File: src/rtl/refclk_switch_pkg.sv
package refclk_switch_pkg;

  localparam int unsigned ADDR_W = 10;
  localparam int unsigned DATA_W = 8;
  localparam int unsigned IDX_W  = 3;
  localparam int unsigned CODE_W = 5;
  localparam int unsigned NUM_REFCLK = 5;

  localparam logic [ADDR_W-1:0] MUX0_SEL_ADDR = 10'h114;
  localparam logic [ADDR_W-1:0] MUX0_LUT_BASE = 10'h117;
  localparam logic [ADDR_W-1:0] MUX1_SEL_ADDR = 10'h11C;
  localparam logic [ADDR_W-1:0] MUX1_LUT_BASE = 10'h11D;

  typedef enum logic [2:0] {
    ST_IDLE,
    ST_GRANT,
    ST_LUT_RD,
    ST_SEL_RD,
    ST_SEL_WR,
    ST_RECAL,
    ST_WAIT_DONE
  } seq_state_e;

  function automatic logic idx_ok(input logic [IDX_W-1:0] idx);
    return ({29'd0, idx} < NUM_REFCLK);
  endfunction

  function automatic logic [ADDR_W-1:0] lut_addr(input logic mux, input logic [IDX_W-1:0] idx);
    logic [ADDR_W-1:0] base;
    base = mux ? MUX1_LUT_BASE : MUX0_LUT_BASE;
    return base + {{(ADDR_W-IDX_W){1'b0}}, idx};
  endfunction

  function automatic logic [ADDR_W-1:0] sel_addr(input logic mux);
    return mux ? MUX1_SEL_ADDR : MUX0_SEL_ADDR;
  endfunction

  function automatic logic [DATA_W-1:0] merge_code(input logic [DATA_W-1:0] old_sel,
                                                   input logic [CODE_W-1:0] code);
    return {old_sel[DATA_W-1:CODE_W], code};
  endfunction

endpackage

File: src/rtl/refclk_bus_port.sv
module refclk_bus_port #(
  parameter int unsigned ADDR_W = 10,
  parameter int unsigned DATA_W = 8,
  parameter int unsigned TIMEOUT_CYCLES = 1024
) (
  input  logic              clk,
  input  logic              rst_n,
  input  logic              start,
  input  logic              start_wr,
  input  logic [ADDR_W-1:0] start_addr,
  input  logic [DATA_W-1:0] start_wdata,
  input  logic              bus_waitreq,
  output logic [ADDR_W-1:0] bus_addr,
  output logic              bus_read,
  output logic              bus_write,
  output logic [DATA_W-1:0] bus_wdata,
  output logic              ack,
  output logic              tmo
);

  localparam int unsigned CNT_W = (TIMEOUT_CYCLES < 2) ? 1 : $clog2(TIMEOUT_CYCLES);
  localparam logic [CNT_W-1:0] CNT_LAST = CNT_W'(TIMEOUT_CYCLES - 1);

  logic             active;
  logic [CNT_W-1:0] stall_cnt;
  logic             at_limit;

  assign active   = bus_read | bus_write;
  assign at_limit = (stall_cnt == CNT_LAST);
  assign ack      = active & ~bus_waitreq;
  assign tmo      = active & bus_waitreq & at_limit;

  always_ff @(posedge clk) begin
    if (!rst_n) begin
      bus_addr  <= '0;
      bus_read  <= 1'b0;
      bus_write <= 1'b0;
      bus_wdata <= '0;
      stall_cnt <= '0;
    end else if (!active) begin
      if (start) begin
        bus_addr  <= start_addr;
        bus_read  <= ~start_wr;
        bus_write <= start_wr;
        bus_wdata <= start_wdata;
        stall_cnt <= '0;
      end
    end else if (ack || tmo) begin
      bus_read  <= 1'b0;
      bus_write <= 1'b0;
      stall_cnt <= '0;
    end else begin
      stall_cnt <= stall_cnt + 1'b1;
    end
  end

endmodule

File: src/rtl/refclk_seq_ctrl.sv
module refclk_seq_ctrl
  import refclk_switch_pkg::*;
(
  input  logic              clk,
  input  logic              rst_n,
  input  logic              req_valid,
  input  logic [IDX_W-1:0]  req_idx,
  input  logic              grant,
  input  logic              recal_done,
  input  logic              ack,
  input  logic              tmo,
  input  logic [DATA_W-1:0] rdata,
  output logic              start,
  output logic              start_wr,
  output logic [ADDR_W-1:0] start_addr,
  output logic [DATA_W-1:0] start_wdata,
  output logic              recal_req,
  output logic              busy,
  output logic              done,
  output logic              error,
  output logic              wait_grant
);

  seq_state_e        state;
  logic [IDX_W-1:0]  idx_q;
  logic              mux_q;
  logic [CODE_W-1:0] code_q;
  logic [DATA_W-1:0] sel_q;
  logic              issued;
  logic              in_access;

  assign in_access   = (state == ST_LUT_RD) || (state == ST_SEL_RD) || (state == ST_SEL_WR);
  assign start       = in_access & ~issued;
  assign start_wr    = (state == ST_SEL_WR);
  assign start_addr  = (state == ST_LUT_RD) ? lut_addr(mux_q, idx_q) : sel_addr(mux_q);
  assign start_wdata = merge_code(sel_q, code_q);
  assign recal_req   = (state == ST_RECAL);
  assign busy        = (state != ST_IDLE);
  assign wait_grant  = (state == ST_GRANT);

  always_ff @(posedge clk) begin
    if (!rst_n) begin
      state  <= ST_IDLE;
      idx_q  <= '0;
      mux_q  <= 1'b0;
      code_q <= '0;
      sel_q  <= '0;
      issued <= 1'b0;
      done   <= 1'b0;
      error  <= 1'b0;
    end else begin
      done  <= 1'b0;
      error <= 1'b0;
      case (state)
        ST_IDLE: begin
          if (req_valid) begin
            if (idx_ok(req_idx)) begin
              idx_q <= req_idx;
              mux_q <= 1'b0;
              state <= ST_GRANT;
            end else begin
              error <= 1'b1;
            end
          end
        end
        ST_GRANT: begin
          if (grant) begin
            issued <= 1'b0;
            state  <= ST_LUT_RD;
          end
        end
        ST_LUT_RD, ST_SEL_RD, ST_SEL_WR: begin
          if (start) begin
            issued <= 1'b1;
          end else if (tmo) begin
            issued <= 1'b0;
            error  <= 1'b1;
            state  <= ST_IDLE;
          end else if (ack) begin
            issued <= 1'b0;
            if (state == ST_LUT_RD) begin
              code_q <= rdata[CODE_W-1:0];
              state  <= ST_SEL_RD;
            end else if (state == ST_SEL_RD) begin
              sel_q <= rdata;
              state <= ST_SEL_WR;
            end else if (!mux_q) begin
              mux_q <= 1'b1;
              state <= ST_LUT_RD;
            end else begin
              state <= ST_RECAL;
            end
          end
        end
        ST_RECAL: state <= ST_WAIT_DONE;
        ST_WAIT_DONE: begin
          if (recal_done) begin
            done  <= 1'b1;
            state <= ST_IDLE;
          end
        end
        default: state <= ST_IDLE;
      endcase
    end
  end

endmodule

File: src/rtl/refclk_switch_seq.sv
module refclk_switch_seq
  import refclk_switch_pkg::*;
#(
  parameter int unsigned TIMEOUT_CYCLES = 1024
) (
  input  logic              clk,
  input  logic              rst_n,
  input  logic              req_valid,
  input  logic [IDX_W-1:0]  req_idx,
  input  logic              grant,
  input  logic              recal_done,
  input  logic              bus_waitreq,
  input  logic [DATA_W-1:0] bus_rdata,
  output logic [ADDR_W-1:0] bus_addr,
  output logic              bus_read,
  output logic              bus_write,
  output logic [DATA_W-1:0] bus_wdata,
  output logic              recal_req,
  output logic              busy,
  output logic              done,
  output logic              error
);

  logic              acc_start;
  logic              acc_wr;
  logic [ADDR_W-1:0] acc_addr;
  logic [DATA_W-1:0] acc_wdata;
  logic              acc_ack;
  logic              tmo_evt;
  logic              wait_grant;

  refclk_seq_ctrl u_ctrl (
    .clk         (clk),
    .rst_n       (rst_n),
    .req_valid   (req_valid),
    .req_idx     (req_idx),
    .grant       (grant),
    .recal_done  (recal_done),
    .ack         (acc_ack),
    .tmo         (tmo_evt),
    .rdata       (bus_rdata),
    .start       (acc_start),
    .start_wr    (acc_wr),
    .start_addr  (acc_addr),
    .start_wdata (acc_wdata),
    .recal_req   (recal_req),
    .busy        (busy),
    .done        (done),
    .error       (error),
    .wait_grant  (wait_grant)
  );

  refclk_bus_port #(
    .ADDR_W         (ADDR_W),
    .DATA_W         (DATA_W),
    .TIMEOUT_CYCLES (TIMEOUT_CYCLES)
  ) u_port (
    .clk         (clk),
    .rst_n       (rst_n),
    .start       (acc_start),
    .start_wr    (acc_wr),
    .start_addr  (acc_addr),
    .start_wdata (acc_wdata),
    .bus_waitreq (bus_waitreq),
    .bus_addr    (bus_addr),
    .bus_read    (bus_read),
    .bus_write   (bus_write),
    .bus_wdata   (bus_wdata),
    .ack         (acc_ack),
    .tmo         (tmo_evt)
  );

endmodule

File: config.mk
export PLATFORM = sky130hd
export DESIGN_NAME = refclk_switch_seq
export DESIGN_NICKNAME = d
export VERILOG_FILES = /design/src/rtl/refclk_switch_pkg.sv /design/src/rtl/refclk_bus_port.sv /design/src/rtl/refclk_seq_ctrl.sv /design/src/rtl/refclk_switch_seq.sv
export SDC_FILE = /design/constraint.sdc
export NUM_CORES = 1
export LEC_CHECK = 0
export BUFFER_PORTS_ARGS = -buffer_cell sky130_fd_sc_hd__buf_4
export CORE_MARGIN = 2
export CORE_UTILIZATION = 55
export DETAILED_ROUTE_END_ITERATION = 10
export GPL_ROUTABILITY_DRIVEN = 0
export GPL_TIMING_DRIVEN = 0
export PLACE_DENSITY = 0.9
export RECOVER_POWER = 25
export SYNTH_ARGS = -nofsm -noshare
export SYNTH_HDL_FRONTEND = slang
export SYNTH_SLANG_ARGS = --single-unit
File: constraint.sdc
create_clock -name clk -period 2.2 [get_ports clk]
set_clock_uncertainty 0.05 [all_clocks]
set_input_delay 0.22 -clock clk [delete_from_list [all_inputs] [get_ports clk]]
set_output_delay 0.22 -clock clk [all_outputs]
set_load 0.02 [all_outputs]
==> results of run 1 <==
report_power, final:
group	leakage, nW	switching, mW	internal (mW)
clock	0.0574	0.289	0.369
sequential	0.364	0.0585	0.887
combinational	0.512	0.529	0.320
total	0.933	0.876	1.58
sequential cells by signal, summed over array words and instances, names as in the netlist:
signal            flops
u_ctrl.state          3
u_ctrl.idx_q          3
u_ctrl.issued         1
u_port.bus_read       1
u_port.bus_write      1
u_ctrl.error          1
u_ctrl.sel_q          3
u_port.bus_addr       7
u_ctrl.mux_q          1
u_ctrl.done           1
u_port.stall_cnt     10
u_port.bus_wdata      8
u_ctrl.code_q         5
cell usage in the layout, fill, tap and decap left out, types with 2 or more instances in the layout:
| cell | count |
|---|---|
| dfxtp_1 | 45 |
| nor2_1 | 34 |
| nand2_1 | 31 |
| buf_4 | 25 |
| clkbuf_1 | 22 |
| a21oi_1 | 18 |
| mux2i_1 | 15 |
| nand3_1 | 8 |
| o21ai_0 | 8 |
| inv_1 | 7 |
| nor3_1 | 6 |
| a31oi_1 | 6 |
| clkbuf_8 | 6 |
| buf_2 | 5 |
| xnor2_1 | 5 |
| and2_1 | 4 |
| and3_1 | 4 |
| o211ai_1 | 3 |
| a211oi_1 | 3 |
| nand2b_1 | 3 |
| a311oi_1 | 3 |
| conb_1 | 3 |
| o2bb2ai_1 | 2 |
| nand3b_1 | 2 |
| a221oi_1 | 2 |
| o22ai_1 | 2 |
| ha_1 | 2 |
stage by stage:
stage	instance area [µm²]	total power, mW	utilization	cells	hold slack (ns)
after detailed placement	2510	1.83	0.672	340	0.393
final	2570	2.45	0.688	348	0.104
after global routing	2570	2.59	0.688	348	0.108
after global placement	2510	1.81	0.672	340	0.388
after CTS	2640	2.48	0.704	348	0.0957
after floorplan	2180	1.60	-	256	0.310
synthesized netlist by cell type, drive strengths merged (2+ instances only):
cell | number | share of area
dfxtp | 45 | 0.41
nor2 | 35 | 0.064
nand2 | 31 | 0.053
a21oi | 18 | 0.041
mux2i | 15 | 0.069
buf | 11 | 0.034
o21ai | 9 | 0.022
nand3 | 8 | 0.018
nor3 | 8 | 0.026
inv | 7 | 0.012
a31oi | 6 | 0.017
clkbuf | 6 | 0.010
xnor2 | 5 | 0.020
a211oi | 4 | 0.016
and2 | 4 | 0.011
and3 | 4 | 0.011
a311oi | 3 | 0.012
nand2b | 3 | 0.0086
o211ai | 3 | 0.010
a221oi | 2 | 0.0080
ha | 2 | 0.011
nand3b | 2 | 0.0069
o22ai | 2 | 0.0057
o2bb2ai | 2 | 0.0080
or2 | 2 | 0.0058
worst min path at each step:
stage	from	to	slack [ns]	cells past startpoint
6_report	bus_rdata[7]	u_ctrl.sel_q[7]	0.10	3
3_5_place_dp	u_ctrl.sel_q[6]	u_port.bus_wdata[6]	0.39	2
2_1_floorplan	recal_done	u_ctrl.done	0.31	2
3_3_place_gp	u_ctrl.code_q[0]	u_port.bus_wdata[0]	0.39	2
5_1_grt	bus_rdata[6]	u_ctrl.sel_q[6]	0.11	3
4_1_cts	bus_rdata[7]	u_ctrl.sel_q[7]	0.1	3
cells by family after synthesis:
| logic type | count (synthesis) |
|---|---|
| AOI/OAI and AO/OA | 59 |
| adders and majority gates | 3 |
| muxes | 15 |
| other | 1 |
| and+or+nand+nor | 100 |
| DFF | 45 |
| buffers and inverters | 25 |
| xor gates and xnor gates | 6 |
critical path, stage by stage, from the launching register on:
cell	delay, ns
dfxtp_1	0.35
ha_1	0.25
and3_1	0.21
a41oi_2	0.38
nand2_1	0.18
or2_0	0.24
a31oi_1	0.15
area by class of cell:
cell class              instances  area (µm²)  share of cell area
multi-input cells             186        1160               0.449
well taps                      48        60.1              0.0233
repair buffers                 36         210              0.0816
clock inverters                 2        37.5              0.0146
flip-flops and latches         45         901               0.350
clock buffers                   6        82.6              0.0321
inverters                       8        30.0              0.0117
plain buffers                  17        96.3              0.0374
per-layer routing:
layer	share of wire	vias up	track usage
met5	0	-	0
met2	0.50	51	0.411
met4	0.018	0	0.0791
li1	-	973	-
met3	0.047	10	0.0456
met1	0.43	880	0.287
==> results.yml, run 1 <==
final_layout:
  fin_nets: 319
  antenna_cells: 0
  drive_gt1_frac: 0.173
  fillers: 330
  area_growth_pct: 18.3
floorplan:
  core-area_um2: 3740
  rows: 22
  dieWidth_um: 66.9
  fp.dieH_um: 66.9
  die_area_um2: 4480
  initial_core_util: 0.582
  io_pins: 41
timing:
  fmax_mhz: 531
  setup_violations: 0
  slew_viol_final: 0
  min_period_over_period: 0.856
  tightestPinTransition_ns: 0.499
  period_needed_ns: 1.88
  hold_viol: 0
  rsz0062_at_grt: "false"
  maxSlewHeadroom: 0.664
  fin_ws_ns: 0.316
  timing.setup.tns_ns: 0
critical_path:
  r2r_cells: 6
  reg2reg_slack_ns: 0.32
  worstPathMaxFanout: 7
  startpoint: "u_port.stall_cnt[0]"
  critPathArrivalTime_ns: 2.07
  cp-end-kind: "register"
  worstSetupPathType: "reg2reg"
  start_kind: "register"
  cp.required_ns: 2.38
  crit-reg2reg-launch: "u_port.stall_cnt[0]"
  r2r-end: "u_port.stall_cnt[5]"
  cp-endpoint: "u_port.stall_cnt[5]"
synth:
  synth_seq_area_share: 0.414
  synth_simple_gate_area_frac: 0.224
  synth_cell_types: 50
  synth_cells: 254
  ys_ff_latch: 45
  yosys_warnings: 0
  synth_edf_count: 0
  synthFlopType: "dfxtp_1"
  synthesis.area_um2: 2180
  synth_xor_area_frac: 0.0241
  synth_top_family_by_area: "simple AND/OR/NAND/NOR gates"
  async_flop_share: 0
  synth.avg_cell_area_um2: 8.57
  synth_fa_ha_area_frac: 0.0207
  synth-compound-area-share: 0.189
  synthMuxAreaShare: 0.0690
clock_tree:
  cts_tree: "built"
  postCtsSetupRepairBufs: 0
  path_clk_slew_ns: 0.08
  clock_sinks: 45
  clockBufferDepth: 2
  cts_inserted_buffers: 5
  htree_levels: 2
  ctsResizeCount: 0
  hold_buffers: 0
  cts-root-buf: "clkbuf_8"
  clk_latency_ns: 0.30
power_and_ir_drop:
  ir_worst_vdd_mv: 0.631
  cellLeakagePower_nw: 0.933
  power_density_nw_per_um2: 952
placement:
  preCtsSetupSlack_ns: 0.352
  dp_hpwl_um: 3320
  port_buffers: 36
drt:
  routedWlPerCell_um: 13.7
  drtIter0Drc: 135
  first_pass_iters: 4
  vias: 1914
  drcViolationCount: 0
  ant_nets: 0
  vias_per_cell: 5.50
  wirelength_um: 4770
outcome:
  outcome: "complete, no violations"
global_route:
  gr-total-overflow: 0
  grt_pass1_wl_um: 7910
  grt_max_degree: 15
  antenna_found_initial: 0
  grt_pass1_vias: 1782
  track_usage: 0.235
min_path:
  hold_path_class: "in2reg"
flow_run:
  max_cap_viol_count: 0
No activity file was read; power rests on OpenSTA's default activity.
==> run 2, diff against run 1 <==
- BUFFER_PORTS_ARGS: -buffer_cell sky130_fd_sc_hd__buf_4 -> -buffer_cell sky130_fd_sc_hd__buf_2
- HOLD_SLACK_MARGIN: default -> 0.06
- clock period: 2.2 -> 1.95 ns (I/O delays scaled with it)
==> results.yml, run 2 (synthesis results as in run 1) <==
floorplan:
  fp.dieH_um: 66.9
  die_area_um2: 4480
  rows: 22
  dieWidth_um: 66.9
  io_pins: 41
  initial_core_util: 0.582
  core-area_um2: 3740
power_and_ir_drop:
  cellLeakagePower_nw: 0.927
  internal_power_mw: 1.75
  pwr-share-seq: 0.388
  power_switching_mw: 1.00
  pwr-share-comb: 0.357
  p_sw_frac: 0.364
  power_density_nw_per_um2: 1080
  clock_power_share: 0.255
  p_total_mw: 2.76
  ir_worst_vdd_mv: 0.589
placement:
  preCtsSetupSlack_ns: 0.0953
  port_buffers: 36
  placed_cells: 340
  place_area_um2: 2420
  dp_hpwl_um: 3470
final_layout:
  multi_input_area_um2: 1180
  largest_register_ffs: 10
  antenna_cells: 0
  fillers: 314
  most-common-layout-cells: "dfxtp_1 (44), nor2_1 (32), nand2_1 (31)"
  final_common_cell: "dfxtp_1"
  fin_nets: 321
  drive_gt1_frac: 0.189
  final_cells: 350
  regArea_um2: 902
  design_area_um2: 2550
  area_growth_pct: 17.2
  fin_util: 0.681
  largest_register: "u_port.stall_cnt"
  largestRegisters: "u_port.stall_cnt x10, u_port.bus_wdata x8, u_port.bus_addr x7"
flow_run:
  max_cap_viol_count: 0
timing:
  min_period_over_period: 0.949
  hold_viol: 0
  tightestPinTransition_ns: 0.574
  whs_ns: 0.0846
  period_needed_ns: 1.85
  fmax_mhz: 541
  rsz0062_at_grt: "true"
  maxSlewHeadroom: 0.617
  timing.setup.tns_ns: 0
  slew_viol_final: 0
  setup_violations: 0
  fin_ws_ns: 0.100
min_path:
  holdCritStartpoint: "bus_rdata[4]"
  worstHoldEndpoint: "u_ctrl.code_q[4]"
  whs_path_depth: 3
  hold_path_class: "in2reg"
critical_path:
  cp.required_ns: 1.70
  reg2reg_slack_ns: 0.14
  slowest_delay_ns: 0.41
  r2r-end: "u_port.stall_cnt[5]"
  cp-end-kind: "output port"
  critical_path.cell_chain: "buf_4 > clkbuf_1 > and2_1 > buf_2"
  r2r_cells: 6
  worstPathMaxFanout: 10
  cp_slowest_cell: "clkbuf_1"
  start_kind: "register"
  worstSetupPathType: "reg2out"
  critPathArrivalTime_ns: 1.60
  crit-reg2reg-launch: "u_port.stall_cnt[0]"
global_route:
  grt_max_degree: 15
  grt_pass1_vias: 1751
  antenna_found_initial: 0
  grt_pass1_wl_um: 7800
  gr-total-overflow: 0
  track_usage: 0.229
clock_tree:
  cts_inserted_buffers: 5
  cts-root-buf: "clkbuf_8"
  htree_levels: 2
  path_clk_slew_ns: 0.08
  clock_sinks: 45
  cts_tree: "built"
  clockBufferDepth: 2
  clk_latency_ns: 0.30
drt:
  drcViolationCount: 0
  ant_nets: 0
  wirelength_um: 4920
  vias_per_cell: 5.59
  vias: 1955
  drtIter0Drc: 109
  routedWlPerCell_um: 14.0
  first_pass_iters: 4
outcome:
  outcome: "complete, no violations"
## run 2: changes by cell type in the layout (fill, tap and decap cells not counted), sizes merged
cell and delta:
buf +2, clkinv +1, clkinvlp -1
## run 2: repair_timing
action	in CTS	in global routing
setup endpoints to repair	0	7
gates resized for setup	0	5
hold buffers	0	0
setup buffers	0	2
## run 2: final cells by class
cell class / count / area share
multi-input combinational: 186 / 0.461
clock buffer: 6 / 0.0284
inverter: 8 / 0.0118
timing repair buffer: 38 / 0.0687
buffer: 17 / 0.0378
tap: 48 / 0.0235
sequential: 45 / 0.354
clock inverter: 2 / 0.0152
## run 2: worst max path at each step
stage	endpoint	from	cells after the start	slack, ns
final	recal_req	u_ctrl.state[2]	4	0.10
after global routing	u_ctrl.state[0]	u_port.stall_cnt[1]	7	-0.02
after CTS	u_port.stall_cnt[5]	u_port.stall_cnt[0]	6	0.06
after detailed placement	u_ctrl.error	u_port.stall_cnt[0]	6	0.1
after global placement	u_ctrl.error	u_port.stall_cnt[0]	6	0.08
after floorplan	u_port.stall_cnt[5]	u_port.stall_cnt[0]	6	0.31
## run 2: power by group through the flow
stage / registers [mW] / logic (mW) / clock network (mW)
after floorplan: 1.13 / 0.674 / 0
after global placement: 1.08 / 0.919 / 0
after detailed placement: 1.08 / 0.947 / 0
after CTS: 1.06 / 0.950 / 0.705
after global routing: 1.08 / 1.08 / 0.746
final: 1.07 / 0.984 / 0.702
## run 2: critical path: cells and delay by family (launching register included)
kind                   cells  cell delay (ns)
buffers and inverters      3             0.74
DFF                        1             0.34
and+or+nand+nor            1             0.23
## run 2: layer usage
layer | vias up | GRT usage | wire length (µm)
li1 | 983 | - | -
met1 | 918 | 0.277 | 2140
met2 | 42 | 0.388 | 2480
met3 | 12 | 0.0372 | 186
met4 | 0 | 0.117 | 108
met5 | - | 0 | 0
==> run 3, diff against run 2 <==
- BUFFER_PORTS_ARGS: -buffer_cell sky130_fd_sc_hd__buf_2 -> -buffer_cell sky130_fd_sc_hd__buf_4
- CORE_UTILIZATION: 55 -> 49
- PLACE_DENSITY: 0.9 -> 0.86
- clock period: 1.95 -> 1.53 ns (I/O delays scaled with it)
==> results.yml, run 3 (synthesis results as in run 1) <==
critical_path:
  critPathTopFamily: "buffers and inverters"
  cp-end-kind: "register"
  critical_path.cell_chain: "buf_6 > nor3b_4 > buf_4 > o211ai_1 > buf_4 > buf_4 > nor2_1 > a21oi_1 > nor2_1"
  cp.required_ns: 1.70
  crit_top_cell: "buf_4"
  critPathArrivalTime_ns: 1.91
  slowest_delay_ns: 0.34
  start_kind: "register"
  path_buf_inv: 4
  worstPathMaxFanout: 6
  worstSetupPathType: "reg2reg"
  cp_slowest_cell: "dfxtp_2"
drt:
  wl_met2_um: 4130
  first_pass_iters: 5
  wirelength_um: 7900
  vias: 2422
  drtIter0Drc: 252
  drcViolationCount: 0
  routedWlPerCell_um: 19.9
  wl_met1_um: 2950
  wl_met3_um: 500
  ant_nets: 0
  vias_per_cell: 6.12
  top_layer_used: "met4"
clock_tree:
  cts-root-buf: "clkbuf_8"
  cts_tree: "built"
  clk_latency_ns: 0.31
  cts_inserted_buffers: 5
  path_clk_slew_ns: 0.08
  clock_sinks: 45
  clockBufferDepth: 2
  htree_levels: 2
power_and_ir_drop:
  internal_power_mw: 2.76
  pwr-share-seq: 0.317
  power_switching_mw: 1.73
  pwr-share-comb: 0.474
  power_density_nw_per_um2: 1310
  p_sw_frac: 0.386
  cellLeakagePower_nw: 1.33
  ir_worst_vdd_mv: 0.794
  clock_power_share: 0.209
final_layout:
  final_common_cell: "buf_4"
  most-common-layout-cells: "buf_4 (59), dfxtp_1 (30), nor2_1 (28)"
  fin_nets: 363
  drive_gt1_frac: 0.483
  largest_register: "u_port.stall_cnt"
  fin_util: 0.793
  largestRegisters: "u_port.stall_cnt x10, u_port.bus_wdata x8, u_port.bus_addr x7"
  antenna_cells: 0
  largest_register_ffs: 10
  area_growth_pct: 57.4
floorplan:
  dieWidth_um: 70.7
  io_pins: 41
  die_area_um2: 4990
  fp.dieH_um: 70.7
  rows: 24
  initial_core_util: 0.503
  core-area_um2: 4320
outcome:
  outcome: "finished with violations"
  violations: "setup timing"
timing:
  fmax_mhz: 573
  min_period_over_period: 1.14
  period_needed_ns: 1.74
  maxSlewHeadroom: 0.462
  slew_viol_final: 0
  tightestPinTransition_ns: 0.808
  fin_ws_ns: -0.214
  rsz0062_at_grt: "true"
  setup_violations: 29
  hold_viol: 0
  timing.setup.tns_ns: -2.94
global_route:
  grt_pass1_wl_um: 9400
  antenna_found_initial: 0
  track_usage: 0.236
  grt_pass1_vias: 2077
  grt_max_degree: 15
  gr-total-overflow: 0
flow_run:
  max_cap_viol_count: 0
min_path:
  hold_path_class: "in2reg"
placement:
  port_buffers: 36
  dp_hpwl_um: 3410
## run 3: changes by cell type in the layout (fill, tap and decap cells not counted), moves of 8 or more
cell	previous run	this run
dlygate4sd3_1	0	10
a21oi_1	18	8
clkbuf_1	23	13
nand2_2	0	9
nand2_4	0	10
dfxtp_2	1	10
buf_4	7	59
buf_6	1	9
a21oi_2	0	10
dfxtp_1	44	30
nand2_1	31	12
buf_2	25	1
## run 3: worst paths after layout
path | start | end | slack [ns] | cells past startpoint
setup / recovery | u_ctrl.state[2] | u_port.bus_read | -0.21 | 9
hold / removal | recal_done | u_ctrl.done | 0.07 | 3
setup reg to reg | u_ctrl.state[2] | u_port.bus_read | -0.21 | 9
hold reg to reg | u_ctrl.code_q[1] | u_port.bus_wdata[1] | 0.42 | 2
## run 3: power by group through the flow
stage | logic (mW) | registers (mW) | clock network [mW]
after global placement | 1.22 | 1.39 | 0
after floorplan | 0.860 | 1.44 | 0
after CTS | 1.49 | 1.40 | 0.909
final | 2.13 | 1.42 | 0.938
after global routing | 2.24 | 1.44 | 0.984
after detailed placement | 1.25 | 1.39 | 0
## run 3: area by class of cell
cell class / instances / area, µm²
clock buffer: 6 / 72.6
sequential: 45 / 932
timing repair buffer: 81 / 663
multi-input combinational: 186 / 1490
tap: 52 / 65.1
fill: 254 / 897
buffer: 16 / 135
inverter: 8 / 35.0
clock inverter: 2 / 38.8
## run 3: tightest hold or removal path, cell delays in order
cell     delay (ns)
buf_4          0.12
nand3_1        0.07
nor2_1         0.04
## run 3: layer usage
layer | global-route usage | up-vias
met2 | 0.406 | 141
li1 | - | 1061
met3 | 0.0513 | 37
met4 | 0.101 | 0
met1 | 0.285 | 1183
met5 | 0 | -
## run 3: repair_timing
action | in CTS | in global routing
cloned | 1 | 1
endpoints found under the setup margin | 40 | 41
gates resized for setup | 35 | 80
pin swaps | 10 | 32
hold endpoints to repair | 10 | 0
setup buffers | 19 | 14
hold buffers | 10 | 0
## run 3: stage by stage
| step | instances | area, µm² | hold WS (ns) | worst slack, ns | power [mW] |
|---|---|---|---|---|---|
| global route | 396 | 3430 | 0.0821 | -0.265 | 4.66 |
| detailed placement | 344 | 2530 | 0.348 | -0.209 | 2.64 |
| global placement | 344 | 2530 | 0.342 | -0.181 | 2.61 |
| CTS | 381 | 3020 | 0.0751 | -0.0888 | 3.79 |
| floorplan | 256 | 2200 | 0.243 | -0.00877 | 2.30 |
| finish | 396 | 3430 | 0.0720 | -0.214 | 4.49 |
